--- src/rtl/prs_pkg.sv ---
// Shared types for the reverse phase-cut ramp sequencer.
package prs_pkg;
    typedef enum logic [2:0] {
        ST_IDLE  = 3'd0,
        ST_PRE   = 3'd1,
        ST_COND  = 3'd2,
        ST_POST  = 3'd3,
        ST_DISCH = 3'd4
    } prs_state_e;
endpackage

--- src/rtl/prs_ramp_acc.sv ---
// Ramp accumulator: adds a fast or slow step per cycle while running,
// saturating at the full-scale value; clear has priority over run.
// Assumes FAST_STEP and SLOW_STEP fit within RW bits.
module prs_ramp_acc #(
    parameter int RW        = 12,
    parameter int FAST_STEP = 4,
    parameter int SLOW_STEP = 1
) (
    input  logic          clk,
    input  logic          rst_n,
    input  logic          clr,
    input  logic          run,
    input  logic          fast,
    output logic [RW-1:0] ramp_nxt
);
    localparam logic [RW:0] F_INC = (RW+1)'(FAST_STEP);
    localparam logic [RW:0] S_INC = (RW+1)'(SLOW_STEP);
    localparam logic [RW:0] FULL  = {1'b0, {RW{1'b1}}};

    logic [RW-1:0] ramp_q;
    logic [RW:0]   sum;

    // Next ramp value with saturation at full scale.
    always_comb begin
        sum = {1'b0, ramp_q} + (fast ? F_INC : S_INC);
        if (sum > FULL) ramp_nxt = FULL[RW-1:0];
        else            ramp_nxt = sum[RW-1:0];
    end

    // Ramp register: clear, advance or hold.
    always_ff @(posedge clk) begin
        if (!rst_n || clr) ramp_q <= '0;
        else if (run)      ramp_q <= ramp_nxt;
    end
endmodule

--- src/rtl/prs_level_cmp.sv ---
// Level comparators: compare the next ramp value against the turn-on,
// control and end levels, and flag a control level too low to conduct.
// Assumes ON_LVL < END_LVL and both fit within RW bits.
module prs_level_cmp #(
    parameter int RW      = 12,
    parameter int ON_LVL  = 368,
    parameter int END_LVL = 4000
) (
    input  logic [RW-1:0] ramp_nxt,
    input  logic [RW-1:0] ctrl_lvl,
    output logic          on_hit,
    output logic          off_hit,
    output logic          end_hit,
    output logic          ctrl_low
);
    localparam logic [RW-1:0] ON_V  = RW'(ON_LVL);
    localparam logic [RW-1:0] END_V = RW'(END_LVL);

    // Threshold crossings evaluated on the value the ramp is about to take.
    always_comb begin
        on_hit   = ramp_nxt >= ON_V;
        off_hit  = ramp_nxt >= ctrl_lvl;
        end_hit  = ramp_nxt >= END_V;
        ctrl_low = ctrl_lvl <= ON_V;
    end
endmodule

--- src/rtl/prs_seq_fsm.sv ---
// Half-wave sequencer: idle -> fast pre-ramp -> slow conduct -> fast
// post-ramp -> one-cycle discharge -> idle. Holds the per-half-wave gate
// block set by the inhibit input. Assumes zc_stb is a one-cycle strobe.
module prs_seq_fsm
    import prs_pkg::*;
(
    input  logic       clk,
    input  logic       rst_n,
    input  logic       zc_stb,
    input  logic       en,
    input  logic       gate_inh,
    input  logic       on_hit,
    input  logic       off_hit,
    input  logic       end_hit,
    input  logic       ctrl_low,
    output prs_state_e state,
    output logic       run,
    output logic       fast,
    output logic       clr,
    output logic       gate
);
    prs_state_e st_q, st_d;
    logic       blk_q;

    // Next-state selection from threshold flags.
    always_comb begin
        st_d = st_q;
        unique case (st_q)
            ST_IDLE:  if (zc_stb && en) st_d = ST_PRE;
            ST_PRE:   if (on_hit)       st_d = ctrl_low ? ST_POST : ST_COND;
            ST_COND:  if (off_hit)      st_d = ST_POST;
            ST_POST:  if (end_hit)      st_d = ST_DISCH;
            ST_DISCH:                   st_d = ST_IDLE;
            default:                    st_d = ST_IDLE;
        endcase
    end

    // State register.
    always_ff @(posedge clk) begin
        if (!rst_n) st_q <= ST_IDLE;
        else        st_q <= st_d;
    end

    // Gate block: set by inhibit inside a half-wave, cleared at discharge.
    always_ff @(posedge clk) begin
        if (!rst_n || st_q == ST_DISCH || st_q == ST_IDLE) blk_q <= 1'b0;
        else if (gate_inh)                                 blk_q <= 1'b1;
    end

    // Ramp controls and gate drive.
    always_comb begin
        run   = (st_q == ST_PRE) || (st_q == ST_COND) || (st_q == ST_POST);
        fast  = (st_q != ST_COND);
        clr   = (st_q == ST_DISCH) || (st_q == ST_IDLE);
        gate  = (st_q == ST_COND) && !blk_q && !gate_inh;
        state = st_q;
    end
endmodule

--- src/rtl/phase_ramp_seq.sv ---
// Top of the reverse phase-cut ramp sequencer: joins the ramp accumulator,
// the level comparators and the half-wave state machine. Assumes the
// control level is held steady within a half-wave.
module phase_ramp_seq
    import prs_pkg::*;
#(
    parameter int RW        = 12,
    parameter int FAST_STEP = 4,
    parameter int SLOW_STEP = 1,
    parameter int ON_LVL    = 368,
    parameter int END_LVL   = 4000
) (
    input  logic          clk,
    input  logic          rst_n,
    input  logic          zc_stb,
    input  logic [RW-1:0] ctrl_lvl,
    input  logic          en,
    input  logic          gate_inh,
    output logic          gate_out,
    output logic [2:0]    state_o
);
    logic [RW-1:0] ramp_nxt;
    logic          on_hit, off_hit, end_hit, ctrl_low;
    logic          run, fast, clr, gate;
    prs_state_e    state;

    prs_ramp_acc #(.RW(RW), .FAST_STEP(FAST_STEP), .SLOW_STEP(SLOW_STEP)) acc_i (
        .clk(clk), .rst_n(rst_n), .clr(clr), .run(run), .fast(fast),
        .ramp_nxt(ramp_nxt)
    );

    prs_level_cmp #(.RW(RW), .ON_LVL(ON_LVL), .END_LVL(END_LVL)) cmp_i (
        .ramp_nxt(ramp_nxt), .ctrl_lvl(ctrl_lvl), .on_hit(on_hit),
        .off_hit(off_hit), .end_hit(end_hit), .ctrl_low(ctrl_low)
    );

    prs_seq_fsm fsm_i (
        .clk(clk), .rst_n(rst_n), .zc_stb(zc_stb), .en(en), .gate_inh(gate_inh),
        .on_hit(on_hit), .off_hit(off_hit), .end_hit(end_hit), .ctrl_low(ctrl_low),
        .state(state), .run(run), .fast(fast), .clr(clr), .gate(gate)
    );

    // Output mapping.
    always_comb begin
        gate_out = gate;
        state_o  = state;
    end
endmodule

--- config.mk ---
export PLATFORM = sky130hd
export DESIGN_NAME = phase_ramp_seq
export DESIGN_NICKNAME = d
export VERILOG_FILES = /design/src/rtl/prs_pkg.sv /design/src/rtl/prs_ramp_acc.sv /design/src/rtl/prs_level_cmp.sv /design/src/rtl/prs_seq_fsm.sv /design/src/rtl/phase_ramp_seq.sv
export SDC_FILE = /design/constraint.sdc
export NUM_CORES = 1
export LEC_CHECK = 0
export BUFFER_PORTS_ARGS = -buffer_cell sky130_fd_sc_hd__buf_2
export CAP_MARGIN = 20
export CORE_AREA = 3 3 68 51
export CTS_CLUSTER_SIZE = 24
export DETAILED_ROUTE_END_ITERATION = 10
export DIE_AREA = 0 0 71 54
export HOLD_SLACK_MARGIN = 0.08
export PLACE_DENSITY_LB_ADDON = 0.05
export SLEW_MARGIN = 25
export SYNTH_ARGS = -nofsm -noshare
export SYNTH_HDL_FRONTEND = slang
export SYNTH_SLANG_ARGS = --single-unit
--- constraint.sdc ---
create_clock -name clk -period 5.5 [get_ports clk]
set_input_delay 1.1 -clock clk [delete_from_list [all_inputs] [get_ports clk]]
set_output_delay 1.1 -clock clk [all_outputs]
set_load 0.005 [all_outputs]
Word level (Yosys, flattened, before mapping). Cells that the tools add are included.

Output and inout bits: 4. Register bits after elaboration: 16. Input bits: 17. Logic and storage cells: 40.

Reductions and logical operators: 14. Add/subtract/negate cells: 1. Magnitude comparators: 5. Equal/unequal tests: 9. Muxes and demuxes: 8.

Operator list (count): 3-bit 2-to-1 mux (5); 12-bit by 13-bit adder with 13-bit output (1); 13-bit by 12-bit > comparator with 1-bit output, second input constant (1); 12-bit greater-or-equal comparator (1); 12-bit greater-or-equal comparator, second input constant (1); 12-bit by 9-bit greater-or-equal comparator with 1-bit output, second input constant (1); 12-bit by 9-bit less-or-equal comparator with 1-bit output, second input constant (1); 12-bit 2-to-1 mux (1); 3-bit one-hot mux with 4 select lines (1); 3-bit by 2-bit == test with 1-bit output, second input constant (2); 1-bit logical OR (6); 2-bit inequality test, second input constant (3); 4-bit AND reduction (1); 3-bit by 1-bit == test with 1-bit output, second input constant (1); 3-bit == test, second input constant (1); 1-bit logical AND (3); 1-bit logical NOT (3); 3-bit logical NOT (1); 3-bit by 2-bit inequality test with 1-bit output, second input constant (1); 2-bit by 1-bit inequality test with 1-bit output, second input constant (1); 1-bit 2-to-1 mux (1).

Depth between registers and ports, before layout.
Depth in word-level cells: 8. Depth in mapped cells: 17. Depth with buffers taken out: 16.

Modules after synthesis. From an unflattened synthesis, not the netlist that was laid out.

Cells, all modules: 176. Area total of the unflattened synthesis: 1387.6 µm².

Modules (own cells, without submodules): prs_ramp_acc (cells an instance 102, times used 1, area an instance 837.1 µm²); prs_level_cmp (cells an instance 50, times used 1, area an instance 352.8 µm²); prs_seq_fsm (cells an instance 24, times used 1, area an instance 197.7 µm²).

Least setup slack after synthesis. No wires, ideal clock.

Path kind: register to register. Start: register fsm_i.st_q[2] (netlist: fsm_i.state[2]). End: register fsm_i.st_q[0] (netlist: fsm_i.state[0]). Required time: 5.428 ns. Data arrival time: 3.455 ns. Path slack: 1.974 ns. Cell stages (with the launch flop): 18. Library setup time: 0.072 ns. Path through: dfxtp_1 > clkbuf_1 > or3b_2 > inv_1 > ha_1 > ha_1 > a21oi_4 > nor4_4 > nor2_1 > ha_1 > nand2b_1 > a21oi_1 > o21ai_0 > a31oi_1 > maj3_1 > nor3_1 > o41ai_2 > mux2i_1.

Longest elaborated chain between the ends: 8. Elaborated cells on any way between the ends: 18.

RTL lines: start: declaration (line prs_seq_fsm.sv:22) `prs_state_e st_q, st_d;`; start signal: assignment (line prs_seq_fsm.sv:41) `else st_q <= st_d;`; 3-bit by 2-bit inequality test with 1-bit output (line prs_seq_fsm.sv:53) `fast = (st_q != ST_COND);`; 3-bit 2-to-1 mux (line prs_ramp_acc.sv:25) `sum = {1'b0, ramp_q} + (fast ? F_INC : S_INC);`; 12-bit by 13-bit adder with 13-bit output (line prs_ramp_acc.sv:25); 13-bit by 12-bit > comparator with 1-bit output (line prs_ramp_acc.sv:26) `if (sum > FULL) ramp_nxt = FULL[RW-1:0];`; 12-bit 2-to-1 mux (line prs_ramp_acc.sv:26); 12-bit by 9-bit greater-or-equal comparator with 1-bit output (tied with other cells) (line prs_level_cmp.sv:21) `on_hit = ramp_nxt >= ON_V;`; 2-bit inequality test (no source line); 4-bit AND reduction (no source line).

Several ways; a longest one is shown, not always the timed one. A chain may end at the register's enable or synchronous reset.

Worst setup path in the final report. Ends and elaborated chain as after synthesis.

==> out/qor.txt <==
power per cell area -> 373.2 nW/um^2
# placed instances -> 223
Fin Setup TNS -> 0 ns
final net count -> 223
grt ovf -> 0
number of global-route vias before repair -> 1232
MaxCap Viol Count -> 0
Die Span X -> 71 um
CTS max path bufs -> 2
layout cells sized above 1 -> 20.94%
CP Capture Point -> fsm_i.state[0]
standard-cell rows -> 16
clock skew -> 0.003316 ns
Peak supply drop -> 252.6 uV
Pre-Repair DR Iteration Count -> 4
1st-iter DRT viols -> 102
RePlAce Congestion -> 0.8470
Post-Layout Cell Count -> 227
Synth Instances -> 172
cell depth of the worst flop-to-flop path -> 16
Initial Util -> 49.69%
syn_nets -> 203
largest net degree at the start of global routing -> 20
Die Y -> 54 um
antenna violations before repair -> 0
worst r2r src -> fsm_i.state[2]
routed vias -> 1316
count of final setup violators -> 0
post-synthesis sequential area ratio -> 23.00%
RSZ-0062 raised after global routing -> no
core area -> 2803 sq um
CTS Buf Count -> 3
critical path launch point -> fsm_i.state[2]
final wirelength -> 3.312 mm
FF-to-FF End -> fsm_i.state[0]
Yosys reg bits -> 16
Area growth, synth to finish -> 12.94%
Hold Fails Final Rpt -> 0
# port buffers -> 20
minimum clock period -> 4.099 ns
Post-CTS Hold Fix Bufs -> 0
total track usage -> 18.93%
Worst Tran Pin Value -> 0.9487 ns
H-tree level count -> 1
Die Area -> 3834 sq um
CTS sink count -> 16
Critical Path RT -> 5.64 ns
first-pass GRT wire length -> 5.658 mm
latest clock arrival within the worst-skew pair -> 0.25 ns
Clock Tree Root -> clkbuf_8
antenna violation net count after detailed routing -> 0
fin. max-slew vios -> 0
Setup crit end kind -> register
CP max FO -> 19
Synth Flop Type -> dfxtp_1
Wirelength per Cell -> 14.59 um
crit path kind -> reg2reg
HP Class -> reg2reg
reg2reg setup slack -> 1.40 ns
Clk pin slew, worst setup/hold paths -> 0.07 ns
vias per inst -> 5.797
type of origin of the critical path -> register
Avg Cell Area, Syn -> 8.096 sq um
P_leak -> 0.7436 nW
HPWL Detailed -> 2.573 mm
status -> finished clean
worst path arrival time -> 4.23 ns
Final period util -> 74.52%
EDFF count, synth -> 0
Fmax -> 244.0 MHz
Boundary Pins -> 21
normalized max-slew margin -> 36.33%
PostCTS Resize Cnt -> 0
setup bufs post-CTS -> 0
TritonCTS clock tree -> done
Cell Area, Synth -> 1393 sq um
diode count -> 0
Synth cell types -> 51
# DRC -> 0
Synthesis Warnings -> 0
ys async rst share -> 0%
-- cell usage in the layout, fill, tap and decap left out, types with 2 or more instances in the layout --
cell,synthesis,routed
inv_1,30,30
buf_2,1,20
dfxtp_1,16,16
nor2_1,15,15
nand2_1,14,14
ha_1,14,14
a221oi_1,10,10
nor3_1,5,5
a21oi_1,5,5
o21ai_0,6,5
clkbuf_8,0,4
nor4_1,3,3
nor3_2,3,3
a21o_1,3,3
mux2i_1,3,3
nand4_2,2,2
nand4_1,2,2
o31a_1,2,2
o21ai_1,1,2
a311oi_1,2,2
-- final cells by class --
class                           instances  area, sq um
Clock buffer                            4        55.05
Inverter                               30        112.6
Sequential cell                        16        320.3
Fill cell                             264         1230
Tap cell                               36        45.04
Multi-Input combinational cell        121        939.7
Timing Repair Buffer                   20        100.1
-- sequential cells by signal, summed over array words and instances, names as in the netlist --
signal        cells
fsm_i.state       3
fsm_i.blk_q       1
acc_i.ramp_q     12
-- worst max-delay path, cell delays in order, from the launching register on --
cell and delay (ns):
dfxtp_1 0.51, or3b_2 0.60, inv_1 0.09, ha_1 0.21
ha_1 0.28, a21oi_4 0.13, nor4_4 0.44, nor2_1 0.12
ha_1 0.29, nand2b_1 0.10, a21oi_1 0.06, o21ai_0 0.22
a31oi_1 0.12, maj3_1 0.36, nor3_1 0.22, o41ai_2 0.12
mux2i_1 0.12
-- through the flow --
stage	utilization [%]	total power [mW]	setup slack [ns]	instance area (sq um)	hold slack, ns
2_1_floorplan	-	0.4100	1.974	1393	0.4516
3_3_place_gp	54.15	0.4754	1.507	1518	0.4808
3_5_place_dp	54.15	0.4761	1.461	1518	0.4702
4_1_cts	56.12	0.5861	1.423	1573	0.4864
5_1_grt	56.12	0.6376	1.104	1573	0.4988
6_report	56.12	0.5870	1.401	1573	0.4850
-- routing by layer --
| metal | vias to the layer above | track usage [%] | share of wire (%) |
|---|---|---|---|
| met5 | - | 0 | 0 |
| met4 | 0 | 4.688 | 0.79 |
| met3 | 4 | 4.291 | 6.4 |
| met2 | 44 | 29.08 | 43 |
| met1 | 603 | 26.85 | 50 |
| li1 | 665 | - | - |
-- power breakdown --
part | total (mW) | switching (mW) | internal (mW)
combinational | 0.282 | 0.165 | 0.117
clock | 0.106 | 0.0423 | 0.0635
sequential | 0.199 | 0.0500 | 0.149
total | 0.587 | 0.258 | 0.329
-- cells in the mapped netlist (all sizes together) (2+ instances only) --
library cell,n,share of area (%)
clkbuf,4,1.1
a21oi,7,3.6
nor4,5,3.8
a31oi,2,1.3
a311oi,2,1.3
a21o,3,1.6
a221oi,10,6.3
dfxtp,16,23
nor3,8,4.0
o21ai,7,2.5
nand4,4,2.7
nor2,15,4.0
mux2i,3,2.2
nand2,14,3.8
nand3,2,1.6
ha,14,13
o31a,2,1.3
inv,30,8.1
-- cells by family after synthesis --
group	Yosys count	synth area share [%]
AOI/OAI and AO/OA	43	25.25
adders and majority gates	15	13.30
xor gates and xnor gates	2	1.258
DFF	16	23.00
and+or+nand+nor	58	25.52
muxes	3	2.156
buffers and inverters	35	9.523
-- how the worst min path moves through the flow --
stage	startpoint	end	slack (ns)	depth (start not counted)
final	acc_i.ramp_q[0]	acc_i.ramp_q[0]	0.48	2
after global routing	acc_i.ramp_q[0]	acc_i.ramp_q[0]	0.50	2
after CTS	acc_i.ramp_q[0]	acc_i.ramp_q[0]	0.49	2
after detailed placement	acc_i.ramp_q[0]	acc_i.ramp_q[0]	0.47	2
after global placement	acc_i.ramp_q[0]	acc_i.ramp_q[0]	0.48	2
after floorplan	acc_i.ramp_q[0]	acc_i.ramp_q[0]	0.45	2
Note: power is estimated with default switching activity, not from simulation.
